File: src/rtl/chdma_pkg.sv
`timescale 1ns/1ps
package chdma_pkg;
   localparam int DESC_WORDS = 4;
   // word order inside a descriptor
   localparam int DW_STATUS = 0;
   localparam int DW_SIZE   = 1;
   localparam int DW_BUF    = 2;
   localparam int DW_NEXT   = 3;
   // status bits used by the engine
   localparam int DF_OWN  = 31;
   localparam int DF_LAST = 2;
   // completion flags
   localparam int EV_XFER    = 3;
   localparam int EV_HOSTSIG = 16;
   localparam int DS_TX      = 0;
   localparam int DS_RX      = 1;
   localparam int DS_SUM     = 8;
   localparam int DSTAT_W    = 10;

   typedef enum logic [2:0] {
      EG_IDLE, EG_FETCH, EG_FWAIT, EG_MOVE, EG_WBACK, EG_FINISH
   } eng_state_t;

   typedef enum logic [2:0] {
      MV_IDLE, MV_MREQ, MV_MWAIT, MV_CSEND, MV_CRECV, MV_MWRITE, MV_DONE
   } mv_state_t;

   function automatic logic [31:0] release_own(input logic [31:0] st);
      return st & ~(32'h1 << DF_OWN);
   endfunction
endpackage

File: src/rtl/chdma_size_unit.sv
`timescale 1ns/1ps
module chdma_size_unit #(
   parameter int CNT_W     = 32,
   parameter int MAX_BYTES = 8192
) (
   input  logic [31:0]      size_field,
   input  logic [CNT_W-1:0] remaining,
   output logic [CNT_W-1:0] take_bytes,
   output logic [CNT_W-1:0] take_words
);
   localparam logic [31:0] MAX_W32 = 32'(MAX_BYTES);

   logic [31:0]  eff;
   logic [CNT_W:0] eff_x, rem_x, take_x, round_x;

   always_comb begin
      eff        = (size_field == 32'd0 || size_field > MAX_W32) ? MAX_W32 : size_field;
      eff_x      = (CNT_W+1)'(eff);
      rem_x      = {1'b0, remaining};
      take_x     = (eff_x < rem_x) ? eff_x : rem_x;
      round_x    = (take_x + (CNT_W+1)'(3)) >> 2;
      take_bytes = take_x[CNT_W-1:0];
      take_words = round_x[CNT_W-1:0];
   end
endmodule

File: src/rtl/chdma_mover.sv
`timescale 1ns/1ps
module chdma_mover
   import chdma_pkg::*;
#(
   parameter int CNT_W = 32
) (
   input  logic             clk,
   input  logic             rst_n,
   input  logic             go,
   input  logic             dir_wr,
   input  logic [31:0]      base_addr,
   input  logic [CNT_W-1:0] n_words,
   output logic             finished,
   output logic             mreq,
   output logic             mwe,
   output logic [31:0]      maddr,
   output logic [31:0]      mwdata,
   input  logic             mgnt,
   input  logic             mrvalid,
   input  logic [31:0]      mrdata,
   output logic             tx_valid,
   output logic [31:0]      tx_data,
   input  logic             tx_ready,
   input  logic             rx_valid,
   input  logic [31:0]      rx_data,
   output logic             rx_ready
);
   mv_state_t        state_q;
   logic [31:0]      addr_q;
   logic [31:0]      buf_q;
   logic [CNT_W-1:0] left_q;
   logic             last_word;

   assign last_word = (left_q == CNT_W'(1));

   always_ff @(posedge clk or negedge rst_n) begin
      if (!rst_n) begin
         state_q <= MV_IDLE;
         addr_q  <= '0;
         buf_q   <= '0;
         left_q  <= '0;
      end else begin
         case (state_q)
            MV_IDLE: if (go) begin
               addr_q <= base_addr;
               left_q <= n_words;
               if (n_words == '0)  state_q <= MV_DONE;
               else if (dir_wr)    state_q <= MV_MREQ;
               else                state_q <= MV_CRECV;
            end
            MV_MREQ:  if (mgnt) state_q <= MV_MWAIT;
            MV_MWAIT: if (mrvalid) begin
               buf_q   <= mrdata;
               state_q <= MV_CSEND;
            end
            MV_CSEND: if (tx_ready) begin
               addr_q  <= addr_q + 32'd4;
               left_q  <= left_q - CNT_W'(1);
               state_q <= last_word ? MV_DONE : MV_MREQ;
            end
            MV_CRECV: if (rx_valid) begin
               buf_q   <= rx_data;
               state_q <= MV_MWRITE;
            end
            MV_MWRITE: if (mgnt) begin
               addr_q  <= addr_q + 32'd4;
               left_q  <= left_q - CNT_W'(1);
               state_q <= last_word ? MV_DONE : MV_CRECV;
            end
            MV_DONE:  state_q <= MV_IDLE;
            default:  state_q <= MV_IDLE;
         endcase
      end
   end

   assign finished = (state_q == MV_DONE);
   assign mreq     = (state_q == MV_MREQ) || (state_q == MV_MWRITE);
   assign mwe      = (state_q == MV_MWRITE);
   assign maddr    = addr_q;
   assign mwdata   = buf_q;
   assign tx_valid = (state_q == MV_CSEND);
   assign tx_data  = buf_q;
   assign rx_ready = (state_q == MV_CRECV);
endmodule

File: src/rtl/chain_dma_engine.sv
`timescale 1ns/1ps
module chain_dma_engine
   import chdma_pkg::*;
#(
   parameter int MAX_DESC_BYTES = 8192,
   parameter int CNT_W          = 32
) (
   input  logic               clk,
   input  logic               rst_n,
   input  logic               start_i,
   input  logic               dir_write_i,
   input  logic [CNT_W-1:0]   total_bytes_i,
   input  logic [CNT_W-1:0]   block_size_i,
   input  logic               dma_enable_i,
   input  logic [31:0]        desc_base_i,
   input  logic               card_data_ready_i,
   output logic               mem_req_o,
   output logic               mem_we_o,
   output logic [31:0]        mem_addr_o,
   output logic [31:0]        mem_wdata_o,
   input  logic               mem_gnt_i,
   input  logic               mem_rvalid_i,
   input  logic [31:0]        mem_rdata_i,
   output logic               tx_valid_o,
   output logic [31:0]        tx_data_o,
   input  logic               tx_ready_i,
   input  logic               rx_valid_i,
   input  logic [31:0]        rx_data_i,
   output logic               rx_ready_o,
   output logic               done_o,
   output logic               idle_o,
   output logic [31:0]        raw_int_o,
   output logic [DSTAT_W-1:0] dma_stat_o
);
   localparam int MAX_LOG2 = $clog2(MAX_DESC_BYTES);
   localparam int IDX_W    = $clog2(DESC_WORDS);

   if (MAX_DESC_BYTES != 8192 && MAX_DESC_BYTES != 65536) begin : g_bad_max
      $error("MAX_DESC_BYTES must be 8192 or 65536");
   end
   if (CNT_W < MAX_LOG2 + 3 || CNT_W > 32) begin : g_bad_cnt
      $error("CNT_W must hold the largest buffer size and fit 32 bits");
   end

   eng_state_t       state_q;
   logic [31:0]      cur_q;
   logic [CNT_W-1:0] rem_q;
   logic             dirw_q;
   logic [IDX_W-1:0] widx_q;
   logic             mv_go_q;
   logic [31:0]      raw_q;
   logic [DSTAT_W-1:0] stat_q;
   logic [31:0]      desc_w [DESC_WORDS];

   logic             accept;
   logic             capture;
   logic [CNT_W-1:0] take_bytes, take_words;
   logic             mv_fin, mv_req, mv_we;
   logic [31:0]      mv_addr, mv_wdata;
   logic             eng_req, eng_we;
   logic [31:0]      eng_addr;

   assign accept = start_i && (state_q == EG_IDLE) && (total_bytes_i != '0) &&
                   (block_size_i != '0) && dma_enable_i &&
                   (dir_write_i || card_data_ready_i);
   assign capture = (state_q == EG_FWAIT) && mem_rvalid_i;

   // one holding register per descriptor word
   for (genvar g = 0; g < DESC_WORDS; g++) begin : g_dw
      logic [31:0] word_q;
      always_ff @(posedge clk or negedge rst_n) begin
         if (!rst_n)                                     word_q <= '0;
         else if (capture && widx_q == IDX_W'(g))        word_q <= mem_rdata_i;
      end
      assign desc_w[g] = word_q;
   end

   chdma_size_unit #(.CNT_W(CNT_W), .MAX_BYTES(MAX_DESC_BYTES)) u_size (
      .size_field (desc_w[DW_SIZE]),
      .remaining  (rem_q),
      .take_bytes (take_bytes),
      .take_words (take_words)
   );

   chdma_mover #(.CNT_W(CNT_W)) u_mover (
      .clk       (clk),
      .rst_n     (rst_n),
      .go        (mv_go_q),
      .dir_wr    (dirw_q),
      .base_addr ({desc_w[DW_BUF][31:2], 2'b00}),
      .n_words   (take_words),
      .finished  (mv_fin),
      .mreq      (mv_req),
      .mwe       (mv_we),
      .maddr     (mv_addr),
      .mwdata    (mv_wdata),
      .mgnt      (mem_gnt_i),
      .mrvalid   (mem_rvalid_i),
      .mrdata    (mem_rdata_i),
      .tx_valid  (tx_valid_o),
      .tx_data   (tx_data_o),
      .tx_ready  (tx_ready_i),
      .rx_valid  (rx_valid_i),
      .rx_data   (rx_data_i),
      .rx_ready  (rx_ready_o)
   );

   always_ff @(posedge clk or negedge rst_n) begin
      if (!rst_n) begin
         state_q <= EG_IDLE;
         cur_q   <= '0;
         rem_q   <= '0;
         dirw_q  <= 1'b0;
         widx_q  <= '0;
         mv_go_q <= 1'b0;
         raw_q   <= '0;
         stat_q  <= '0;
      end else begin
         case (state_q)
            EG_IDLE: if (accept) begin
               cur_q   <= desc_base_i;
               rem_q   <= total_bytes_i;
               dirw_q  <= dir_write_i;
               widx_q  <= '0;
               raw_q   <= '0;
               stat_q  <= '0;
               state_q <= EG_FETCH;
            end
            EG_FETCH: if (mem_gnt_i) state_q <= EG_FWAIT;
            EG_FWAIT: if (mem_rvalid_i) begin
               if (widx_q == IDX_W'(DESC_WORDS - 1)) begin
                  mv_go_q <= 1'b1;
                  state_q <= EG_MOVE;
               end else begin
                  widx_q  <= widx_q + IDX_W'(1);
                  state_q <= EG_FETCH;
               end
            end
            EG_MOVE: begin
               mv_go_q <= 1'b0;
               if (mv_fin) state_q <= EG_WBACK;
            end
            EG_WBACK: if (mem_gnt_i) begin
               rem_q <= rem_q - take_bytes;
               if (desc_w[DW_STATUS][DF_LAST]) begin
                  raw_q[EV_XFER]    <= 1'b1;
                  raw_q[EV_HOSTSIG] <= 1'b1;
                  stat_q[DS_SUM]    <= 1'b1;
                  if (dirw_q) stat_q[DS_TX] <= 1'b1;
                  else        stat_q[DS_RX] <= 1'b1;
                  state_q <= EG_FINISH;
               end else begin
                  cur_q   <= desc_w[DW_NEXT];
                  widx_q  <= '0;
                  state_q <= EG_FETCH;
               end
            end
            EG_FINISH: state_q <= EG_IDLE;
            default:   state_q <= EG_IDLE;
         endcase
      end
   end

   assign eng_req  = (state_q == EG_FETCH) || (state_q == EG_WBACK);
   assign eng_we   = (state_q == EG_WBACK);
   assign eng_addr = (state_q == EG_FETCH) ? cur_q + 32'({widx_q, 2'b00}) : cur_q;

   assign mem_req_o   = eng_req | mv_req;
   assign mem_we_o    = eng_req ? eng_we : mv_we;
   assign mem_addr_o  = eng_req ? eng_addr : mv_addr;
   assign mem_wdata_o = eng_req ? release_own(desc_w[DW_STATUS]) : mv_wdata;

   assign done_o     = (state_q == EG_FINISH);
   assign idle_o     = (state_q == EG_IDLE);
   assign raw_int_o  = raw_q;
   assign dma_stat_o = stat_q;
endmodule

File: config.mk
export PLATFORM = sky130hd
export DESIGN_NAME = chain_dma_engine
export DESIGN_NICKNAME = d
export VERILOG_FILES = /design/src/rtl/chdma_pkg.sv /design/src/rtl/chdma_size_unit.sv /design/src/rtl/chdma_mover.sv /design/src/rtl/chain_dma_engine.sv
export SDC_FILE = /design/constraint.sdc
export NUM_CORES = 1
export LEC_CHECK = 0
export ABC_CLOCK_PERIOD_IN_PS = 8000
export BUFFER_PORTS_ARGS = -buffer_cell sky130_fd_sc_hd__buf_2
export CAP_MARGIN = 20
export CORE_MARGIN = 2
export CORE_UTILIZATION = 44
export DETAILED_ROUTE_END_ITERATION = 8
export RECOVER_POWER = 50
export SYNTH_ARGS = -nofsm -noshare
export SYNTH_HDL_FRONTEND = slang
export SYNTH_SLANG_ARGS = --single-unit
File: constraint.sdc
create_clock -name clk -period 8 [get_ports clk]
set_clock_uncertainty 0.2 [all_clocks]
set_input_delay 0.4 -clock clk [delete_from_list [all_inputs] [get_ports clk]]
set_output_delay 0.4 -clock clk [all_outputs]
set_load 0.02 [all_outputs]
==> reports/metrics.cfg, run 1 <==
[status]
status = finished, violations left
violations = max-capacitance violations, max-slew violations

[synthesis]
synthArstFlopShare = 1.000
yosysSeqAreaShare = 0.3818
synth_top_flop_cell = dfrtp_1
syn_area_um2 = 19400
synth.most_common_cell = nand2_1
ys_top_cells_by_count = nand2_1, dfrtp_1, nor2_1, a21oi_1, o21ai_0
synth_cells = 2287
yosysWarnings = 0
post-synth-top-area-cell = dfrtp_1
avgSynthCellArea_um2 = 8.484
synth_area_leaders = dfrtp_1, mux2_2, nand2_1, a21oi_1, ha_1
ys_ff_latch = 296
synth-edff-count = 0
yosys.area.top_type_share = 0.3818
synth_cell_types = 85

[timing]
fin_crit_sh = 0.7925
fin_hold_ws_ns = 0.01803
worstMarginPinSlew_ns = 5.868
min_period_ns = 6.340
timing.fmax_ghz = 0.1577
hold_viol_final = 0
relSlewSlack = -2.912
tns_ns = 0
slew_viol_final = 282
finalSetupViolations = 0
grt_setup_unrepaired = no

[setup_path]
path_buf_inv = 3
cpLargestDelayFamily = simple AND/OR/NAND/NOR gates
crit_type = register to register
slowest_stage = dfrtp_1
crit_path_end_kind = register
cp_max_fo = 20
worstSetupStartpointType = register
worst_ep_required_time_ns = 8.28
cp_slowest_stage_delay_ns = 0.48
critical_path_arrival_ns = 6.62

[die]
rows = 76
fp.dieH_um = 214.0
start_util = 0.4484
die-area_um2 = 45790
die_w_um = 214.0
coreArea_um2 = 43270
io_pins = 314

[cells_and_area]
nets = 2852
final_cells = 3223
antenna_cells = 0
drive_gt1_frac = 0.1846
area_growth_pct = 20.08

[power_and_ir_drop]
power_density_nw_per_um2 = 420.0
peakVddDrop_mv = 0.2982
p_leak_nw = 10.57

[global_routing]
grt_start_max_net_pins = 124
gr-total-overflow = 0
grt_pass1_vias = 18510
antenna_found_initial = 2
grt_util_all_layers = 0.2879
grt_pass1_wl_um = 105300

[clocking]
htreeDepth = 2
clkSlewWorstSetupHoldPaths_ns = 0.06
post-cts-setup-buffers = 0
cts_tree = done
clock_latency_ns = 0.56
clk_path_buf_depth = 3
cts_buffers = 36
clock_sinks = 296
clockRootBuffer = clkbuf_16
cts_resized = 0

[route]
viasPerCell = 5.730
firstDrtPassIters = 5
drc = 0
ant_nets = 0
drt_iter0_markers = 1453
wire_per_inst_um = 20.71
vias = 18470
wirelength_um = 66740

[placement]
hpwl_um = 48450
gp_congestion = 0.9478
numPortBuffers = 276
dp_cells = 3062

[job]
drv_cap = 5

[hold_path]
hp-class = input pin to register

==> state kept, by name (all words and copies together), names as in the netlist <==
name and flops:
u_mover.mwdata 32, u_mover.maddr 30, g_dw.word_q 125, state_q 3
mv_go_q 1, u_mover.left_q 32, rem_q 32, widx_q 2
dirw_q 1, raw_int_o 1, dma_stat_o 2, u_mover.state_q 3
cur_q 32
==> cell families after synthesis <==
| family | after synthesis | synth area share |
|---|---|---|
| AO/OA/AOI/OAI | 562 | 0.1804 |
| XOR/XNOR | 76 | 0.03431 |
| adder cells (fa/ha/maj) | 70 | 0.04540 |
| buffers and inverters | 245 | 0.05688 |
| flip-flops | 296 | 0.3818 |
| multiplexers | 168 | 0.09486 |
| other | 1 | 0.0001933 |
| AND/OR/NAND/NOR | 869 | 0.2062 |
==> where the power goes <==
group / switching [mW] / internal, mW
Clock: 0.689 / 0.961
Sequential: 0.709 / 2.13
Combinational: 3.27 / 2.02
==> through the flow <==
| step | power [mW] | utilization | cell area (µm²) | worst slack, ns |
|---|---|---|---|---|
| floorplan | 6.463 | - | 19610 | 1.763 |
| global placement | 8.002 | 0.4902 | 21210 | 1.922 |
| detailed placement | 8.070 | 0.4903 | 21220 | 1.704 |
| CTS | 9.798 | 0.5401 | 23370 | 1.701 |
| global route | 10.52 | 0.5385 | 23300 | 0.6231 |
| finish | 9.786 | 0.5385 | 23300 | 1.660 |
==> layer usage <==
metal  track usage  part of all wire  up-vias
met2        0.4723              0.47      630
met4       0.09161             0.029        0
met5             0                 0        -
met1        0.3905              0.45     8992
met3       0.04459             0.060      119
li1              -                 -     8727
==> layout by cell type, fill, tap and decap left out, types with 7 or more instances in the layout <==
cell type        n
a22oi_1         11
clkbuf_16       36
ha_1            68
buf_4           29
dfrtp_1        296
xnor2_1         53
nor3_1          35
nand4_1         24
dlygate4sd3_1   98
a211oi_1         8
mux2_2         126
o21a_1           9
inv_1           71
nand2_1        372
xor2_1          23
nand2b_1        10
o221ai_1         7
a21oi_1        169
clkbuf_1        51
a21o_1          25
nor2b_1         14
o211ai_1        10
nor2_1         193
buf_2          236
mux2i_1         41
a31oi_1         58
o22ai_1         20
conb_1          55
o21ai_0        144
a32oi_1         15
nor4_1          39
and2_1          21
or3_1           11
nand3_1         69
o31ai_1          8
nor3b_1          7
clkbuf_8        10
and4_1           7
and3_1          28
==> path summary, 6_finish.rpt <==
| path | startpoint | endpoint | slack, ns | depth (start not counted) |
|---|---|---|---|---|
| worst max-delay path | g_dw[1].word_q[2] | rem_q[31] | 1.66 | 27 |
| worst min-delay path | mem_rdata_i[20] | g_dw[0].word_q[20] | 0.02 | 2 |
| max in group asynchronous | rst_n | u_mover.left_q[15] | 1.68 | 2 |
| min in group asynchronous | rst_n | u_mover.mwdata[22] | 2.55 | 2 |
| worst min register to register | u_mover.left_q[23] | u_mover.left_q[23] | 0.29 | 2 |
| worst max register to register | g_dw[1].word_q[2] | rem_q[31] | 1.66 | 27 |
==> final cells by class <==
type | instances | area (µm²)
Clock buffer | 54 | 1069
Clock inverter | 9 | 102.6
Fill cell | 4072 | 19970
Inverter | 72 | 270.3
Multi-Input combinational cell | 1800 | 11170
Sequential cell | 296 | 7407
Tap cell | 585 | 732.0
Timing Repair Buffer | 407 | 2551
==> timing repair <==
item | in CTS | in global routing
hold endpoints to repair | 238 | 0
endpoints found under the setup margin | 0 | 0
hold buffers | 98 | 0
(Power assumes the default switching activity.)
==> run 2, diff against run 1 <==
--- a/config.mk
+++ b/config.mk
@@ -5,12 +5,13 @@
 export SDC_FILE = /design/constraint.sdc
 export NUM_CORES = 1
 export LEC_CHECK = 0
-export ABC_CLOCK_PERIOD_IN_PS = 8000
+export ABC_CLOCK_PERIOD_IN_PS = 5500
 export BUFFER_PORTS_ARGS = -buffer_cell sky130_fd_sc_hd__buf_2
 export CAP_MARGIN = 20
 export CORE_MARGIN = 2
 export CORE_UTILIZATION = 44
 export DETAILED_ROUTE_END_ITERATION = 8
+export PLACE_DENSITY = 0.67
 export RECOVER_POWER = 50
 export SYNTH_ARGS = -nofsm -noshare
 export SYNTH_HDL_FRONTEND = slang
==> constraint.sdc (replaced) <==
create_clock -name clk -period 5.5 [get_ports clk]
set_clock_uncertainty 0.2 [all_clocks]
set_input_delay 0.275 -clock clk [delete_from_list [all_inputs] [get_ports clk]]
set_output_delay 0.275 -clock clk [all_outputs]
set_load 0.02 [all_outputs]
==> reports/metrics.cfg, run 2 (synthesized netlist as in run 1, its figures left out) <==
[status]
status = finished, violations left  ; unchanged
violations = max-capacitance violations, max-slew violations  ; unchanged

[cells_and_area]
final_area_um2 = 25520  ; was 23,300 µm²
nets = 3074  ; was 2,852
final_cells = 3447  ; was 3,223
area_growth_pct = 31.53  ; was 20.08%
drive_gt1_frac = 0.2474  ; was 0.1846
postLayoutCoreUtil = 0.5899  ; was 0.5385
layout_common_cells = nand2_1, dfrtp_1, buf_2  ; unchanged
final_common_cell = nand2_1  ; unchanged
largest_register = g_dw.word_q  ; unchanged
largest_reg_flops = 125  ; unchanged
antenna_cells = 0  ; unchanged

[placement]
dp_cells = 3203  ; was 3,062
post_dp_cell_area_um2 = 22330  ; was 21,220 µm²
numPortBuffers = 276  ; unchanged
hpwl_um = 48680  ; was 48,450 µm
gp_congestion = 0.9440  ; was 0.9478

[timing]
relSlewSlack = -0.7914  ; was -2.912
finalSetupViolations = 0  ; unchanged
grt_setup_unrepaired = yes  ; was no
timing.fmax_ghz = 0.1882  ; was 0.1577 GHz
slew_viol_final = 334  ; was 282
hold_viol_final = 0  ; unchanged
worstMarginPinSlew_ns = 2.687  ; was 5.868 ns
min_period_ns = 5.314  ; was 6.340 ns
fin_crit_sh = 0.9661  ; was 0.7925

[global_routing]
antenna_found_initial = 0  ; was 2
grt_pass1_vias = 20120  ; was 18,510
grt_util_all_layers = 0.3014  ; was 0.2879
grt_pass1_wl_um = 110600  ; was 105,300 µm
grt_start_max_net_pins = 133  ; was 124
gr-total-overflow = 0  ; unchanged

[setup_path]
reg2reg_depth = 27  ; unchanged
critical_path_arrival_ns = 5.59  ; was 6.62 ns
cp_max_fo = 11  ; was 20
endpoint = rem_q[16]  ; was rem_q[31]
worst_ep_required_time_ns = 5.78  ; was 8.28 ns
slowest_stage = dfrtp_1  ; unchanged
r2r_end = rem_q[16]  ; was rem_q[31]
cpLargestDelayFamily = compound AO/OA/AOI/OAI gates  ; was simple AND/OR/NAND/NOR gates
crit_type = register to register  ; unchanged
cp_slowest_stage_delay_ns = 0.41  ; was 0.48 ns
cp.depth = 27  ; unchanged
reg2reg_from = g_dw[1].word_q[6]  ; was g_dw[1].word_q[2]
r2r_setup_slack_ns = 0.19  ; was 1.66 ns
worstSetupStartpointType = register  ; unchanged
startpoint = g_dw[1].word_q[6]  ; was g_dw[1].word_q[2]
path_buf_inv = 4  ; was 3
crit_path_end_kind = register  ; unchanged

[power_and_ir_drop]
p_int_mw = 8.464  ; was 5.114 mW
p_leak_nw = 11.71  ; was 10.57 nW
pwr-share-seq = 0.261  ; was 0.290
p_total_mw = 15.83  ; was 9.786 mW
combPwrFrac = 0.586  ; was 0.541
power_density_nw_per_um2 = 620.4  ; was 420.0 nW/µm²
peakVddDrop_mv = 0.5273  ; was 0.2982 mV
p_sw_mw = 7.368  ; was 4.672 mW
switching_share = 0.4654  ; was 0.4774
power.share.clock = 0.153  ; was 0.169

[die]
fp.dieH_um = 214.0  ; unchanged
die-area_um2 = 45790  ; unchanged
coreArea_um2 = 43270  ; unchanged
rows = 76  ; unchanged
io_pins = 314  ; unchanged
die_w_um = 214.0  ; unchanged
start_util = 0.4484  ; unchanged

[route]
viasPerCell = 5.788  ; was 5.730
drt_iter0_markers = 1479  ; was 1,453
ant_nets = 0  ; unchanged
firstDrtPassIters = 5  ; unchanged
vias = 19950  ; was 18,470
wire_per_inst_um = 20.43  ; was 20.71 µm
drc = 0  ; unchanged
wirelength_um = 70440  ; was 66,740 µm

[hold_path]
hp-class = input pin to register  ; unchanged

[clocking]
clockRootBuffer = clkbuf_16  ; unchanged
clock_sinks = 296  ; unchanged
clkSlewWorstSetupHoldPaths_ns = 0.06  ; about the same
cts_buffers = 35  ; was 36
cts_tree = done  ; unchanged
clk_path_buf_depth = 3  ; unchanged
htreeDepth = 2  ; unchanged
clock_latency_ns = 0.57  ; was 0.56 ns

[job]
drv_cap = 4  ; was 5

==> run 2: layout make-up <==
type / instances / area, µm²
Tap cell: 585 / 732.0
Sequential cell: 296 / 7407
Clock inverter: 14 / 185.2
Timing Repair Buffer: 630 / 4413
Clock buffer: 50 / 1002
Multi-Input combinational cell: 1800 / 11510
Inverter: 72 / 270.3
Fill cell: 3723 / 17750
==> run 2: how the worst min path moves through the flow <==
stage                      start                end  slack, ns  cells after the start
2_1_floorplan              rst_n           cur_q[0]      -0.22                      0
3_3_place_gp               rst_n  g_dw[0].word_q[3]       0.18                      1
3_5_place_dp               rst_n         state_q[0]       0.19                      1
4_1_cts        total_bytes_i[10]          rem_q[10]      0.001                      4
5_1_grt        total_bytes_i[10]          rem_q[10]       0.12                      4
6_report       total_bytes_i[10]          rem_q[10]       0.02                      4
==> run 2: power by group through the flow <==
stage	Sequential [mW]	Clock, mW	Combinational [mW]
finish	4.13	2.43	9.28
global route	4.24	2.55	10.1
CTS	4.05	2.46	8.74
detailed placement	4.07	0	8.52
global placement	4.03	0	8.40
floorplan	3.86	0	5.63
==> run 2: repair_timing <==
item                                   CTS  global route
cloned                                   0             1
pin swaps                                3            42
hold buffers                           160             0
buffers inserted                         0            19
setup endpoints to repair               12            26
resized for setup                        8            60
endpoints found under the hold margin  321             0
==> run 2: worst min-delay path, cell delays in order <==
cell      delay [ns]
buf_2           0.09
a21oi_1         0.08
o21ai_0         0.10
a21boi_0        0.18
==> run 2: routing by layer <==
layer | vias to the layer above | wire length, µm | global-route usage | share of wire
li1 | 9165 | - | - | -
met1 | 9744 | 28510 | 0.3787 | 0.40
met2 | 895 | 35060 | 0.5249 | 0.50
met3 | 148 | 4713 | 0.04771 | 0.067
met4 | 0 | 2149 | 0.1065 | 0.031
met5 | - | 0 | 0 | 0
==> run 2: per-stage QoR <==
step | setup TNS, ns | setup slack, ns | hold WS (ns)
2_1_floorplan | 0 | 0.0002975 | -0.2206
3_3_place_gp | 0 | 0.01520 | 0.1836
5_1_grt | -1.021 | -0.1170 | 0.1176
6_report | 0 | 0.1863 | 0.02334
3_5_place_dp | -0.6265 | -0.1208 | 0.1852
4_1_cts | 0 | 0.004016 | 0.001185
